### src/rtl/spim_pkg.sv
`timescale 1ns/1ps
package spim_pkg;
  localparam int unsigned WORD_W    = 16;
  localparam int unsigned OFS_SEND  = 32'h100;
  localparam int unsigned OFS_RECV  = 32'h101;
  localparam int unsigned OFS_CTRL  = 32'h102;

  typedef enum logic [2:0] {
    ST_IDLE,
    ST_FETCH,
    ST_LOAD,
    ST_LOW,
    ST_HIGH,
    ST_STORE,
    ST_ADV,
    ST_TAIL
  } eng_state_t;
endpackage

### src/rtl/spim_buffer.sv
`timescale 1ns/1ps
module spim_buffer #(
  parameter int unsigned WORDS = 16,
  parameter int unsigned DW    = 16,
  localparam int unsigned AW   = $clog2(WORDS)
) (
  input  logic          clk,
  input  logic          we,
  input  logic [AW-1:0] addr,
  input  logic [DW-1:0] wdata,
  output logic [DW-1:0] rdata
);
  logic [DW-1:0] mem [WORDS];

  // single port, registered read: maps onto one block RAM
  always_ff @(posedge clk) begin
    if (we) mem[addr] <= wdata;
    rdata <= mem[addr];
  end
endmodule

### src/rtl/spim_halfclk.sv
`timescale 1ns/1ps
module spim_halfclk #(
  parameter int unsigned DIV_LOG2 = 1
) (
  input  logic clk,
  input  logic rst,
  input  logic run,
  output logic tick
);
  generate
    if (DIV_LOG2 == 0) begin : g_nodiv
      assign tick = run;
    end else begin : g_div
      logic [DIV_LOG2-1:0] cnt;
      // counter restarts whenever the engine leaves a timed state
      always_ff @(posedge clk) begin
        if (rst || !run) cnt <= '0;
        else             cnt <= cnt + 1'b1;
      end
      assign tick = run && (&cnt);
    end
  endgenerate
endmodule

### src/rtl/spim_engine.sv
`timescale 1ns/1ps
module spim_engine
  import spim_pkg::*;
#(
  parameter int unsigned BUF_WORDS = 16,
  localparam int unsigned AW  = $clog2(BUF_WORDS),
  localparam int unsigned SCW = $clog2(2*BUF_WORDS+1),
  localparam int unsigned RCW = $clog2(BUF_WORDS+1),
  localparam int unsigned IW  = $clog2(3*BUF_WORDS+1)
) (
  input  logic              clk,
  input  logic              rst,
  input  logic              start,
  input  logic [SCW-1:0]    send_cnt,
  input  logic [RCW-1:0]    recv_cnt,
  input  logic              tick,
  output logic              timed,
  input  logic              miso,
  input  logic [WORD_W-1:0] mem_rdata,
  output logic [AW-1:0]     mem_addr,
  output logic              mem_we,
  output logic [WORD_W-1:0] mem_wdata,
  output logic              busy,
  output logic              sck,
  output logic              mosi,
  output logic              cs_n
);
  eng_state_t    state;
  logic [IW-1:0] byte_idx;
  logic [IW-1:0] total;
  logic [IW-1:0] rx_idx;
  logic [2:0]    bitcnt;
  logic [7:0]    shreg;
  logic [7:0]    tx_byte;
  logic          miso_q;
  logic          rx_phase;

  assign total    = IW'(send_cnt) + IW'(recv_cnt);
  assign rx_phase = byte_idx >= IW'(send_cnt);
  assign rx_idx   = byte_idx - IW'(send_cnt);
  assign tx_byte  = byte_idx[0] ? mem_rdata[15:8] : mem_rdata[7:0];

  assign mem_addr  = (state == ST_STORE) ? rx_idx[AW-1:0] : byte_idx[AW:1];
  assign mem_we    = (state == ST_STORE);
  assign mem_wdata = {8'h00, shreg};
  assign busy      = (state != ST_IDLE);
  assign timed     = (state == ST_LOW) || (state == ST_HIGH) || (state == ST_TAIL);

  always_ff @(posedge clk) begin
    if (rst) begin
      state    <= ST_IDLE;
      byte_idx <= '0;
      bitcnt   <= '0;
      shreg    <= '0;
      miso_q   <= 1'b0;
      sck      <= 1'b0;
      mosi     <= 1'b0;
      cs_n     <= 1'b1;
    end else begin
      case (state)
        ST_IDLE: begin
          if (start && (total != '0)) begin
            byte_idx <= '0;
            state    <= ST_FETCH;
          end
        end
        ST_FETCH: state <= ST_LOAD;
        ST_LOAD: begin
          shreg  <= rx_phase ? 8'h00 : tx_byte;
          mosi   <= rx_phase ? 1'b0  : tx_byte[7];
          bitcnt <= '0;
          cs_n   <= 1'b0;
          state  <= ST_LOW;
        end
        ST_LOW: begin
          if (tick) begin
            sck    <= 1'b1;
            miso_q <= miso;
            state  <= ST_HIGH;
          end
        end
        ST_HIGH: begin
          if (tick) begin
            sck    <= 1'b0;
            shreg  <= {shreg[6:0], miso_q};
            bitcnt <= bitcnt + 3'd1;
            if (bitcnt == 3'd7) begin
              state <= rx_phase ? ST_STORE : ST_ADV;
            end else begin
              mosi  <= rx_phase ? 1'b0 : shreg[6];
              state <= ST_LOW;
            end
          end
        end
        ST_STORE: state <= ST_ADV;
        ST_ADV: begin
          if (byte_idx + IW'(1) == total) begin
            mosi  <= 1'b0;
            state <= ST_TAIL;
          end else begin
            byte_idx <= byte_idx + IW'(1);
            state    <= ST_FETCH;
          end
        end
        ST_TAIL: begin
          if (tick) begin
            cs_n  <= 1'b1;
            state <= ST_IDLE;
          end
        end
        default: state <= ST_IDLE;
      endcase
    end
  end

  // serial clock never moves while the device is deselected
  a_r9_sck_low_deselected: assert property (@(posedge clk) disable iff (rst)
    cs_n |-> !sck) else $error("sck high with cs_n high");

  // receive bits are clocked with a quiet data-out line
  a_r8_mosi_quiet_rx: assert property (@(posedge clk) disable iff (rst)
    (state == ST_HIGH && rx_phase) |-> !mosi) else $error("mosi active in receive");

  // an idle engine always leaves the device deselected
  a_r1_idle_deselected: assert property (@(posedge clk) disable iff (rst)
    (state == ST_IDLE) |-> cs_n) else $error("cs_n low while idle");

  // stores land inside the requested receive window
  a_r7_store_in_window: assert property (@(posedge clk) disable iff (rst)
    mem_we |-> (rx_idx < IW'(recv_cnt))) else $error("store outside window");

  // an empty start leaves the engine idle
  a_r10_empty_start: assert property (@(posedge clk) disable iff (rst)
    (start && !busy && total == '0) |=> !busy) else $error("empty start ran");
endmodule

### src/rtl/spi_buf_master.sv
`timescale 1ns/1ps
module spi_buf_master
  import spim_pkg::*;
#(
  parameter int unsigned BUF_WORDS = 16,
  parameter int unsigned DIV_LOG2  = 1,
  parameter int unsigned ADDR_W    = 10
) (
  input  logic              clk,
  input  logic              rst,
  input  logic              bus_req,
  input  logic              bus_we,
  input  logic [ADDR_W-1:0] bus_addr,
  input  logic [15:0]       bus_wdata,
  output logic [15:0]       bus_rdata,
  output logic              bus_ack,
  output logic              spi_sck,
  output logic              spi_mosi,
  input  logic              spi_miso,
  output logic              spi_cs_n
);
  localparam int unsigned AW  = $clog2(BUF_WORDS);
  localparam int unsigned SCW = $clog2(2*BUF_WORDS+1);
  localparam int unsigned RCW = $clog2(BUF_WORDS+1);
  localparam int unsigned SEND_MAX = 2*BUF_WORDS;
  localparam int unsigned RECV_MAX = BUF_WORDS;

  logic [SCW-1:0]    send_cnt;
  logic [RCW-1:0]    recv_cnt;
  logic [WORD_W-1:0] rd_q;
  logic              rd_from_buf;
  logic              hit_buf, hit_send, hit_recv, hit_ctrl;
  logic              stall, accept, start;
  logic              eng_busy, eng_we, eng_timed, tick;
  logic [AW-1:0]     eng_addr, mem_addr;
  logic [WORD_W-1:0] eng_wdata, mem_wdata, mem_rdata;
  logic              mem_we;

  function automatic logic [SCW-1:0] clamp_send(input logic [15:0] v);
    if (v > 16'(SEND_MAX)) return SCW'(SEND_MAX);
    return v[SCW-1:0];
  endfunction

  function automatic logic [RCW-1:0] clamp_recv(input logic [15:0] v);
    if (v > 16'(RECV_MAX)) return RCW'(RECV_MAX);
    return v[RCW-1:0];
  endfunction

  assign hit_buf  = bus_addr < ADDR_W'(BUF_WORDS);
  assign hit_send = bus_addr == ADDR_W'(OFS_SEND);
  assign hit_recv = bus_addr == ADDR_W'(OFS_RECV);
  assign hit_ctrl = bus_addr == ADDR_W'(OFS_CTRL);

  // a running transfer owns the buffer port and holds every write
  assign stall  = eng_busy && (bus_we || hit_buf);
  assign accept = bus_req && !bus_ack && !stall;
  assign start  = accept && bus_we && hit_ctrl;

  always_ff @(posedge clk) begin
    if (rst) begin
      send_cnt    <= '0;
      recv_cnt    <= '0;
      rd_q        <= '0;
      rd_from_buf <= 1'b0;
      bus_ack     <= 1'b0;
    end else begin
      bus_ack <= accept;
      if (accept) begin
        rd_from_buf <= hit_buf;
        if (bus_we) begin
          if (hit_send) send_cnt <= clamp_send(bus_wdata);
          if (hit_recv) recv_cnt <= clamp_recv(bus_wdata);
        end else begin
          if (hit_send)      rd_q <= WORD_W'(send_cnt);
          else if (hit_recv) rd_q <= WORD_W'(recv_cnt);
          else if (hit_ctrl) rd_q <= {WORD_W{eng_busy}};
          else               rd_q <= '0;
        end
      end
    end
  end

  assign bus_rdata = rd_from_buf ? mem_rdata : rd_q;

  assign mem_addr  = eng_busy ? eng_addr  : bus_addr[AW-1:0];
  assign mem_we    = eng_busy ? eng_we    : (accept && bus_we && hit_buf);
  assign mem_wdata = eng_busy ? eng_wdata : bus_wdata;

  spim_buffer #(.WORDS(BUF_WORDS), .DW(WORD_W)) u_buf (
    .clk   (clk),
    .we    (mem_we),
    .addr  (mem_addr),
    .wdata (mem_wdata),
    .rdata (mem_rdata)
  );

  spim_halfclk #(.DIV_LOG2(DIV_LOG2)) u_half (
    .clk  (clk),
    .rst  (rst),
    .run  (eng_timed),
    .tick (tick)
  );

  spim_engine #(.BUF_WORDS(BUF_WORDS)) u_eng (
    .clk       (clk),
    .rst       (rst),
    .start     (start),
    .send_cnt  (send_cnt),
    .recv_cnt  (recv_cnt),
    .tick      (tick),
    .timed     (eng_timed),
    .miso      (spi_miso),
    .mem_rdata (mem_rdata),
    .mem_addr  (eng_addr),
    .mem_we    (eng_we),
    .mem_wdata (eng_wdata),
    .busy      (eng_busy),
    .sck       (spi_sck),
    .mosi      (spi_mosi),
    .cs_n      (spi_cs_n)
  );

  // a write is only ever acknowledged when it was taken while idle
  a_r4_write_ack_idle: assert property (@(posedge clk) disable iff (rst)
    (bus_ack && $past(bus_we)) |-> !$past(eng_busy)) else $error("write acked while busy");

  // stored counts never exceed their limits
  a_r2_counts_limited: assert property (@(posedge clk) disable iff (rst)
    (send_cnt <= SCW'(SEND_MAX)) && (recv_cnt <= RCW'(RECV_MAX))) else $error("count over limit");

  // buffer port never taken by the bus during a transfer
  a_r11_buf_port_owned: assert property (@(posedge clk) disable iff (rst)
    (accept && hit_buf) |-> !eng_busy) else $error("buffer access during transfer");
endmodule

### config.mk
export PLATFORM = sky130hd
export DESIGN_NAME = spi_buf_master
export DESIGN_NICKNAME = d
export VERILOG_FILES = /design/src/rtl/spim_pkg.sv /design/src/rtl/spim_buffer.sv /design/src/rtl/spim_halfclk.sv /design/src/rtl/spim_engine.sv /design/src/rtl/spi_buf_master.sv
export SDC_FILE = /design/constraint.sdc
export NUM_CORES = 1
export LEC_CHECK = 0
export BUFFER_PORTS_ARGS = -buffer_cell sky130_fd_sc_hd__buf_2
export CAP_MARGIN = 20
export CORE_MARGIN = 5
export CORE_UTILIZATION = 56
export DETAILED_ROUTE_END_ITERATION = 16
export PLACE_DENSITY = 0.76
export SYNTH_ARGS = -nofsm -noshare
export SYNTH_HDL_FRONTEND = slang
export SYNTH_SLANG_ARGS = --single-unit
### constraint.sdc
create_clock -name clk -period 3.47 [get_ports clk]
set_clock_uncertainty 0.15 [all_clocks]
set_input_delay 0 -clock clk [delete_from_list [all_inputs] [get_ports clk]]
set_output_delay 0 -clock clk [all_outputs]
set_load 0.005 [all_outputs]
==> results.cfg, run 1 <==
[outcome]
status = complete, no violations

[drt]
wl_met3_mm = 2.37
dr_wl_met2_mm = 15.2
top_layer = met4
drc = 0
wl_per_cell_um = 22.2
vias = 8548
first_iter_violations = 844
drt-total-wl_mm = 31.7
drtAntennaViolNets = 0
drt-met1-wl_mm = 13.1
firstDrtPassIters = 6
routed_via_density = 6.00

[timing]
report.final.slew_viol_count = 0
finalHoldViolations = 0
max_slew_margin_pct = 36.3
rsz0062_at_grt = false
fin_hold_ws_ns = 0.0573
fmax_mhz = 306
fin_crit_ns = 3.27
tightest_slew_ns = 0.948
fin_crit_sh_pct = 94.1
finalSetupViolations = 0

[synth]
yosys.area.top_type = edfxtp_1
ys_top_cells_by_count = edfxtp_1 (256), mux2_2 (95), nor2_1 (72)
synth_most_common_cell = edfxtp_1
yosys-top-cells-area = edfxtp_1 (56%), dfxtp_1 (9.0%), mux2_2 (7.8%)
ys.flop_type = edfxtp_1
syn_area_um2 = 13600
avgSynthCellArea_um2 = 14.2
synth_edf_count = 256
synth.top_cell.area_share_pct = 56.4
async_reset_ff_share_pct = 0
synth_nets = 1005
synthCells = 958
ys_seq_area_share_pct = 65.4
yosysWarnings = 0
ys_types = 63
synth.ff_latch_count = 317

[clock_network]
cts_sinks = 317
ctsLongestPathBuffers = 3
path_clk_slew_ns = 0.06
numCtsBuffers = 31
cts_tree = yes
cts-root-buf = clkbuf_16
cts_resized = 0
ctsHtreeMaxLevel = 1
clk_latency_ns = 0.57

[finish]
fill_cells = 1695
fin_nets = 1124
final_core_util_pct = 65.4
areaGrowthSynthToFinish_pct = 16.0
n_antenna_cell = 0
drive_gt1_share_pct = 24.6

[flow_run]
max_cap_violations = 0

[floorplanning]
dieArea_um2 = 27600
ios = 51
die_x_um = 166
rows = 57
die_h_um = 166
start_util_pct = 56.4
coreArea_um2 = 24200

[place]
gp_congestion = 0.910
io_buffers = 50
dp_hpwl_mm = 20.7

[power_and_ir_drop]
p_sw_mw = 3.80
p_leak_nw = 5.56
sequentialPowerShare_pct = 40.5
swShare_pct = 31.7
pwr-share-comb_pct = 32.9
internal_power_mw = 8.21
p_per_area_nw_per_um2 = 760
pwr-share-clk_pct = 26.6
ir_drop_mv = 0.484
p_total_mw = 12.0

[grt]
antenna_found_initial = 0
grt_max_degree = 50
grt_pass1_vias = 8610
grt_overflow = 0
grt_first_pass_wirelength_mm = 49.3
grtUsageTotal_pct = 22.6

[critical_path]
required_ns = 3.56
critPathKind = register to register
worstPathArrival_ns = 3.36
critPathMaxStageDelay_ns = 0.44
cpMaxStageDelayCell = dfxtp_1
path_cells = inv_1, ha_1, nor2b_1, o21a_1, nor3_1, o41ai_1, a221o_1, buf_4, nand2b_1, nor2_2, buf_4
reg2reg_slack_ns = 0.20
end_kind = register
path_max_fanout = 16
path_common_cell = buf_4
setup.worst_path.start_class = register

[worst_hold_path]
min-delay-path-class = input port to register
[power groups by stage]
stage	Sequential (mW)	Clock (mW)	Combinational, mW
final	4.87	3.20	3.95
after global routing	4.88	3.40	4.25
after global placement	4.94	0	3.84
after detailed placement	4.94	0	3.90
after floorplan	4.81	0	2.99
after CTS	4.86	3.24	3.94
[area by class of cell]
class | count | area [µm²] | area share, %
Clock buffer | 46 | 882 | 5.58
Sequential cell | 317 | 8910 | 56.4
Multi-Input combinational cell | 576 | 4400 | 27.8
Clock inverter | 11 | 92.6 | 0.586
Timing Repair Buffer | 140 | 1080 | 6.82
Tap cell | 324 | 405 | 2.56
Inverter | 11 | 41.3 | 0.261
[critical path: cells and delay by family, from the launching register on]
family | cells | cell delay (ns)
buffers and inverters | 3 | 0.65
AOI/OAI and AO/OA | 3 | 0.68
adders and majority gates | 1 | 0.33
and+or+nand+nor | 4 | 0.69
DFF | 1 | 0.44
[per-layer routing]
metal / GRT usage, % / vias to the layer above
met5: 0 / -
met4: 6.78 / 0
met3: 5.43 / 58
met2: 37.4 / 327
met1: 30.0 / 4219
li1: - / 3944
[per-stage QoR]
step	setup WS (ns)	TNS [ns]	cells	instance area, µm²
2_1_floorplan	-0.0277	-3.49	958	13600
3_3_place_gp	0.388	0	1332	14500
3_5_place_dp	0.250	0	1332	14500
4_1_cts	0.206	0	1425	15800
5_1_grt	0.0916	0	1425	15800
6_report	0.205	0	1425	15800
[path summary, 6_finish.rpt]
path / startpoint / to / cells after the start
worst max-delay path: send_cnt[1]$_SDFFE_PP0P_ / u_buf.mem[6][5]$_DFFE_PP_ / 11
worst min-delay path: bus_addr[8] / rd_q[14]$_SDFFE_PP0P_ / 6
worst max register to register: send_cnt[1]$_SDFFE_PP0P_ / u_buf.mem[6][5]$_DFFE_PP_ / 11
worst min register to register: u_eng.bitcnt[2]$_SDFFE_PP0P_ / u_eng.bitcnt[2]$_SDFFE_PP0P_ / 2
[flip-flops by register name, summed over array words and instances, names as in the netlist]
register	count
u_buf.mem	256
u_buf.rdata	16
u_eng.shreg	8
rd_q	7
send_cnt	6
u_eng.byte_idx	6
recv_cnt	5
u_eng.bitcnt	3
u_eng.state	3
bus_ack	1
rd_from_buf	1
u_eng.cs_n	1
u_eng.miso_q	1
u_eng.mosi	1
u_eng.sck	1
u_half.g_div.cnt	1
[logic make-up (layout without fill, tap and decap cells)]
kind of cell	Yosys count	after routing	share of synthesized area, %
DFF	317	317	65.4
adders and majority gates	16	16	1.58
buffers and inverters	65	208	2.59
AOI/OAI and AO/OA	170	170	9.06
and+or+nand+nor	213	213	7.47
muxes	161	161	12.7
xor gates and xnor gates	16	16	1.23
[cell usage in the layout, fill, tap and decap left out, types with 15 or more instances in the layout]
master / n
a211oi_1: 18
a21oi_1: 21
a221oi_1: 39
a22oi_1: 19
buf_2: 50
buf_4: 49
clkbuf_16: 31
dfxtp_1: 61
dlygate4sd3_1: 36
edfxtp_1: 256
mux2_2: 95
mux2i_1: 66
nand2_1: 67
nand2b_1: 15
nor2_1: 59
o22ai_1: 33
[what timing repair did]
action                                  CTS  global route
endpoints found under the setup margin    0             0
hold buffers                             36             0
hold endpoints to repair                162             0
setup buffers                             0             0
Power figures use the tool's default switching activity.
==> inputs of run 2 (changes only) <==
--- a/config.mk
+++ b/config.mk
@@ -7,10 +7,12 @@
 export LEC_CHECK = 0
 export BUFFER_PORTS_ARGS = -buffer_cell sky130_fd_sc_hd__buf_2
 export CAP_MARGIN = 20
+export CELL_PAD_IN_SITES_DETAIL_PLACEMENT = 0
+export CELL_PAD_IN_SITES_GLOBAL_PLACEMENT = 2
 export CORE_MARGIN = 5
-export CORE_UTILIZATION = 56
+export CORE_UTILIZATION = 41
 export DETAILED_ROUTE_END_ITERATION = 16
-export PLACE_DENSITY = 0.76
+export PLACE_DENSITY_LB_ADDON = 0.1
 export SYNTH_ARGS = -nofsm -noshare
 export SYNTH_HDL_FRONTEND = slang
 export SYNTH_SLANG_ARGS = --single-unit
==> run 2 against run 1 <==
  * Flip-flop and latch count unchanged
  * Fmax decreased by 0.85%
  * Register-to-register slack got worse by 0.03 ns
  * First-iteration DRC count decreased by 36%
  * Via count decreased by 1.7%
  * Routed wire length increased by 11%
  * Core utilization decreased by 16 points
  * Combinational power increased by 6.1%
  * Non-clock buffer count increased by 3
  * Cell count increased by 8.8%
  * Total power increased by 4.8%
  * Final area increased by 2.4%
==> results.cfg, run 2 (synthesized netlist as in run 1, its figures left out) <==
[finish]
largest_reg_flops = 256
n_antenna_cell = 0
top_regs = u_buf.mem x256, u_buf.rdata x16, u_eng.shreg x8
areaGrowthSynthToFinish_pct = 18.8
final_common_cell = edfxtp_1
drive_gt1_share_pct = 26.6
fin_nets = 1131
largest_register = u_buf.mem
layout_common_cells = edfxtp_1 (256), mux2_2 (95), nand2_1 (67)

[critical_path]
reg2reg_slack_ns = 0.18
setup.worst_path.start_class = register
cp.depth = 10
end_kind = register
critPathMaxStageDelay_ns = 0.67
path_max_fanout = 15
critical-path-top-delay-family = buffers and inverters
required_ns = 3.70
cpMaxStageDelayCell = dlygate4sd3_1
path_cells = buf_4, nor3_4, nand4b_1, buf_4, nor2_4, nand3_4, dlygate4sd3_1, a22oi_1, dlygate4sd3_1, nor2_1
ff2ff_path_depth = 10
critPathKind = register to register
critPathBufInv = 4
worstPathArrival_ns = 3.52

[floorplanning]
die_h_um = 192
die_x_um = 192
ios = 51
coreArea_um2 = 32700
dieArea_um2 = 37000
start_util_pct = 41.7
rows = 66

[timing]
layout_setup_ws_ns = 0.177
rsz0062_at_grt = false
fin_crit_sh_pct = 94.9
fin_crit_ns = 3.29
fmax_mhz = 304
report.final.slew_viol_count = 0
finalHoldViolations = 0
finalSetupViolations = 0
tightest_slew_ns = 0.829
max_slew_margin_pct = 44.7

[worst_hold_path]
hold_depth = 2
min-delay-path-class = input port to register

[drt]
routed_via_density = 5.42
wl_per_cell_um = 22.7
firstDrtPassIters = 5
drt-total-wl_mm = 35.1
vias = 8406
first_iter_violations = 542
drc = 0
drtAntennaViolNets = 0

[flow_run]
max_cap_violations = 0

[grt]
grt_overflow = 0
antenna_found_initial = 1
grt_max_degree = 42
grt_pass1_vias = 8396
grtUsageTotal_pct = 19.3
grt_first_pass_wirelength_mm = 53.4

[place]
io_buffers = 50
gp_congestion = 0.788
dp_hpwl_mm = 23.9
place_ws_ns = 0.164

[power_and_ir_drop]
p_leak_nw = 5.67
p_total_mw = 12.6
ir_drop_mv = 0.465
p_per_area_nw_per_um2 = 777

[clock_network]
clk_latency_ns = 0.51
ctsLongestPathBuffers = 3
cts_sinks = 317
ctsHtreeMaxLevel = 2
path_clk_slew_ns = 0.06
numCtsBuffers = 35
cts-root-buf = clkbuf_16
cts_setup_buffers = 0
cts_tree = yes

[outcome]
status = complete, no violations
[run 2: worst paths after layout]
path,from,endpoint
min,bus_wdata[9],u_buf.mem[5][9]$_DFFE_PP_
min reg2reg,u_eng.bitcnt[2]$_SDFFE_PP0P_,u_eng.bitcnt[2]$_SDFFE_PP0P_
max,u_eng.state[0]$_SDFFE_PP0P_,recv_cnt[3]$_SDFFE_PP0P_
max reg2reg,u_eng.state[0]$_SDFFE_PP0P_,recv_cnt[3]$_SDFFE_PP0P_
[run 2: per-stage QoR]
stage          instance area [µm²]  hold slack, ns  setup TNS, ns  util [%]  std cells
2_1_floorplan                13600        -0.00281          -3.49         -        958
3_3_place_gp                 14800          0.0962              0      45.3       1461
3_5_place_dp                 14800           0.114              0      45.3       1461
4_1_cts                      16200        0.000831              0      49.5       1551
5_1_grt                      16200          0.0164              0      49.5       1551
6_report                     16200         0.00175              0      49.5       1551
[run 2: layout make-up]
class,count,area [µm²]
clock inverter,16,131
sequential,317,8910
tap,442,553
inverter,11,41.3
multi-input combinational,576,4420
timing repair buffer,143,1180
fill,2914,16500
clock buffer,46,960
[run 2: layer usage]
layer  vias up  track usage, %  share of wire, %
met3        38            2.97               4.9
li1       3971               -                 -
met5         -               0             0.020
met4         2            3.81               1.4
met1      4219            29.0                48
met2       176            29.9                46
[run 2: where the power goes]
part           switching (mW)  leakage [nW]  total, mW  internal (mW)
Sequential              0.180          2.81       4.86           4.68
Clock                    1.45         0.537       3.54           2.10
Combinational            2.38          2.33       4.19           1.81
Total                    4.01          5.67       12.6           8.58
[run 2: what timing repair did]
item / in CTS / in global routing
hold buffers: 28 / 0
endpoints found under the setup margin: 0 / 59
hold endpoints to repair: 32 / 0
gates resized for setup: 0 / 2
[run 2: worst reg2reg max path, delay by kind of cell, from the launching register on]
| kind | cells | cell delay, ns |
|---|---|---|
| buffers and inverters | 4 | 1.66 |
| AND/OR/NAND/NOR | 5 | 0.70 |
| flip-flops | 1 | 0.45 |
| AO/OA/AOI/OAI | 1 | 0.21 |
==> inputs of run 3 (changes only) <==
--- a/config.mk
+++ b/config.mk
@@ -11,6 +11,7 @@
 export CELL_PAD_IN_SITES_GLOBAL_PLACEMENT = 2
 export CORE_MARGIN = 5
 export CORE_UTILIZATION = 41
+export CTS_BUF_LIST = sky130_fd_sc_hd__clkbuf_4 sky130_fd_sc_hd__clkbuf_8 sky130_fd_sc_hd__clkbuf_16
 export DETAILED_ROUTE_END_ITERATION = 16
 export PLACE_DENSITY_LB_ADDON = 0.1
 export SYNTH_ARGS = -nofsm -noshare
==> run 3 against run 2 <==
  * Clock power increased by 2%
  * Largest cell class unchanged
  * Hold slack got worse by 0.013 ns
  * Core utilization increased by 0.10 points
  * The run now ends with negative hold slack left
  * Die area unchanged
  * First-iteration DRC count decreased by 5.2%
  * Final area increased by 0.21%
  * Highest routed layer unchanged
  * Critical path depth unchanged
  * Flip-flop and latch count unchanged
==> results.cfg, run 3 (synthesized netlist as in run 1, its figures left out) <==
[critical_path]
path_cells = buf_4, nor3_4, nand4b_1, buf_4, nor2_4, nand3_4, dlygate4sd3_1, a22oi_1, dlygate4sd3_1, nor2_1
critPathMaxStageDelay_ns = 0.67
setup.worst_path.start_class = register
path_max_fanout = 15
critPathBufInv = 4
required_ns = 3.70
cpMaxStageDelayCell = dlygate4sd3_1
critical-path-top-delay-family = buffers and inverters
end_kind = register
critPathKind = register to register
worstPathArrival_ns = 3.52

[drt]
routed_via_density = 5.40
first_iter_violations = 514
drtAntennaViolNets = 0
vias = 8383
drt-total-wl_mm = 35.1
firstDrtPassIters = 5
wl_per_cell_um = 22.7
drc = 0

[finish]
fin_nets = 1131
areaGrowthSynthToFinish_pct = 19.1
n_antenna_cell = 0
top_regs = u_buf.mem x256, u_buf.rdata x16, u_eng.shreg x8
drive_gt1_share_pct = 27.4
final_core_util_pct = 49.6
largest_reg_flops = 256
final_common_cell = edfxtp_1
design_area_um2 = 16200
layout_common_cells = edfxtp_1 (256), mux2_2 (95), nand2_1 (67)
largest_register = u_buf.mem

[timing]
fin_tns_setup_ns = 0
fin_crit_ns = 3.29
tightest_slew_ns = 0.821
fin_crit_sh_pct = 94.7
report.final.slew_viol_count = 0
max_slew_margin_pct = 45.2
finalHoldViolations = 16
fin_hold_ws_ns = -0.0116
finalSetupViolations = 0
layout_setup_ws_ns = 0.183
rsz0062_at_grt = false
fmax_mhz = 304

[clock_network]
ctsLongestPathBuffers = 3
ctsHtreeMaxLevel = 2
cts_tree = yes
cts_setup_buffers = 0
cts_sinks = 317
path_clk_slew_ns = 0.06
clk_latency_ns = 0.51
numCtsBuffers = 35
cts-root-buf = clkbuf_16

[place]
gp_congestion = 0.788
dp_hpwl_mm = 23.9
postPlaceCellArea_um2 = 14800
io_buffers = 50
place_ws_ns = 0.164

[floorplanning]
start_util_pct = 41.7
dieArea_um2 = 37000
rows = 66
die_x_um = 192
die_h_um = 192
ios = 51
coreArea_um2 = 32700

[grt]
grt_overflow = 0
grt_pass1_vias = 8402
grtUsageTotal_pct = 19.3
grt_first_pass_wirelength_mm = 53.4
antenna_found_initial = 1
grt_max_degree = 42

[power_and_ir_drop]
pwr-share-clk_pct = 28.5
ir_drop_mv = 0.466
p_per_area_nw_per_um2 = 781
sequentialPowerShare_pct = 38.3
internal_power_mw = 8.65
swShare_pct = 31.7
pwr-share-comb_pct = 33.1
p_leak_nw = 5.70
p_sw_mw = 4.02
p_total_mw = 12.7

[outcome]
status = complete, but fails checks
violations = negative hold slack

[worst_hold_path]
min-delay-path-class = input port to register

[flow_run]
max_cap_violations = 0
run 3: layout make-up:
class                           count  area (µm²)
Sequential cell                   317        8910
Clock inverter                     16         131
Tap cell                          442         553
Multi-Input combinational cell    576        4420
Clock buffer                       46         993
Inverter                           11        41.3
Fill cell                        2915       16500
Timing Repair Buffer              143        1180
run 3: metrics by stage:
step	instances	hold WS (ns)
floorplan	958	-0.00281
CTS	1551	0.000792
detailed placement	1461	0.114
finish	1551	-0.0116
global placement	1461	0.0962
global route	1551	0.0164
run 3: final timing paths:
check / startpoint / end / slack [ns] / depth (start not counted)
hold reg to reg: u_eng.bitcnt[2]$_SDFFE_PP0P_ / u_eng.bitcnt[2]$_SDFFE_PP0P_ / 0.32 / 2
setup reg to reg: u_eng.state[0]$_SDFFE_PP0P_ / recv_cnt[3]$_SDFFE_PP0P_ / 0.18 / 10
setup / recovery: u_eng.state[0]$_SDFFE_PP0P_ / recv_cnt[3]$_SDFFE_PP0P_ / 0.18 / 10
hold / removal: bus_wdata[9] / u_buf.mem[5][9]$_DFFE_PP_ / -0.01 / 2
run 3: layer usage:
| layer | track usage (%) | wire, µm | vias to the layer above |
|---|---|---|---|
| met5 | 0 | 7 | - |
| met4 | 3.81 | 482 | 2 |
| met3 | 2.97 | 1770 | 39 |
| met2 | 29.9 | 16200 | 166 |
| met1 | 29.0 | 16700 | 4208 |
| li1 | - | - | 3968 |
run 3: repair_timing:
action / 4_1_cts / 5_1_grt
resized for setup: 0 / 2
hold endpoints to repair: 32 / 0
hold buffers: 28 / 0
endpoints found under the setup margin: 0 / 57
run 3: power by group through the flow:
| stage | logic, mW | registers, mW | clock network, mW |
|---|---|---|---|
| floorplan | 2.99 | 4.81 | 0 |
| global placement | 4.27 | 4.94 | 0 |
| detailed placement | 4.26 | 4.94 | 0 |
| CTS | 4.28 | 4.86 | 3.70 |
| global route | 4.56 | 4.88 | 3.87 |
| finish | 4.19 | 4.86 | 3.62 |
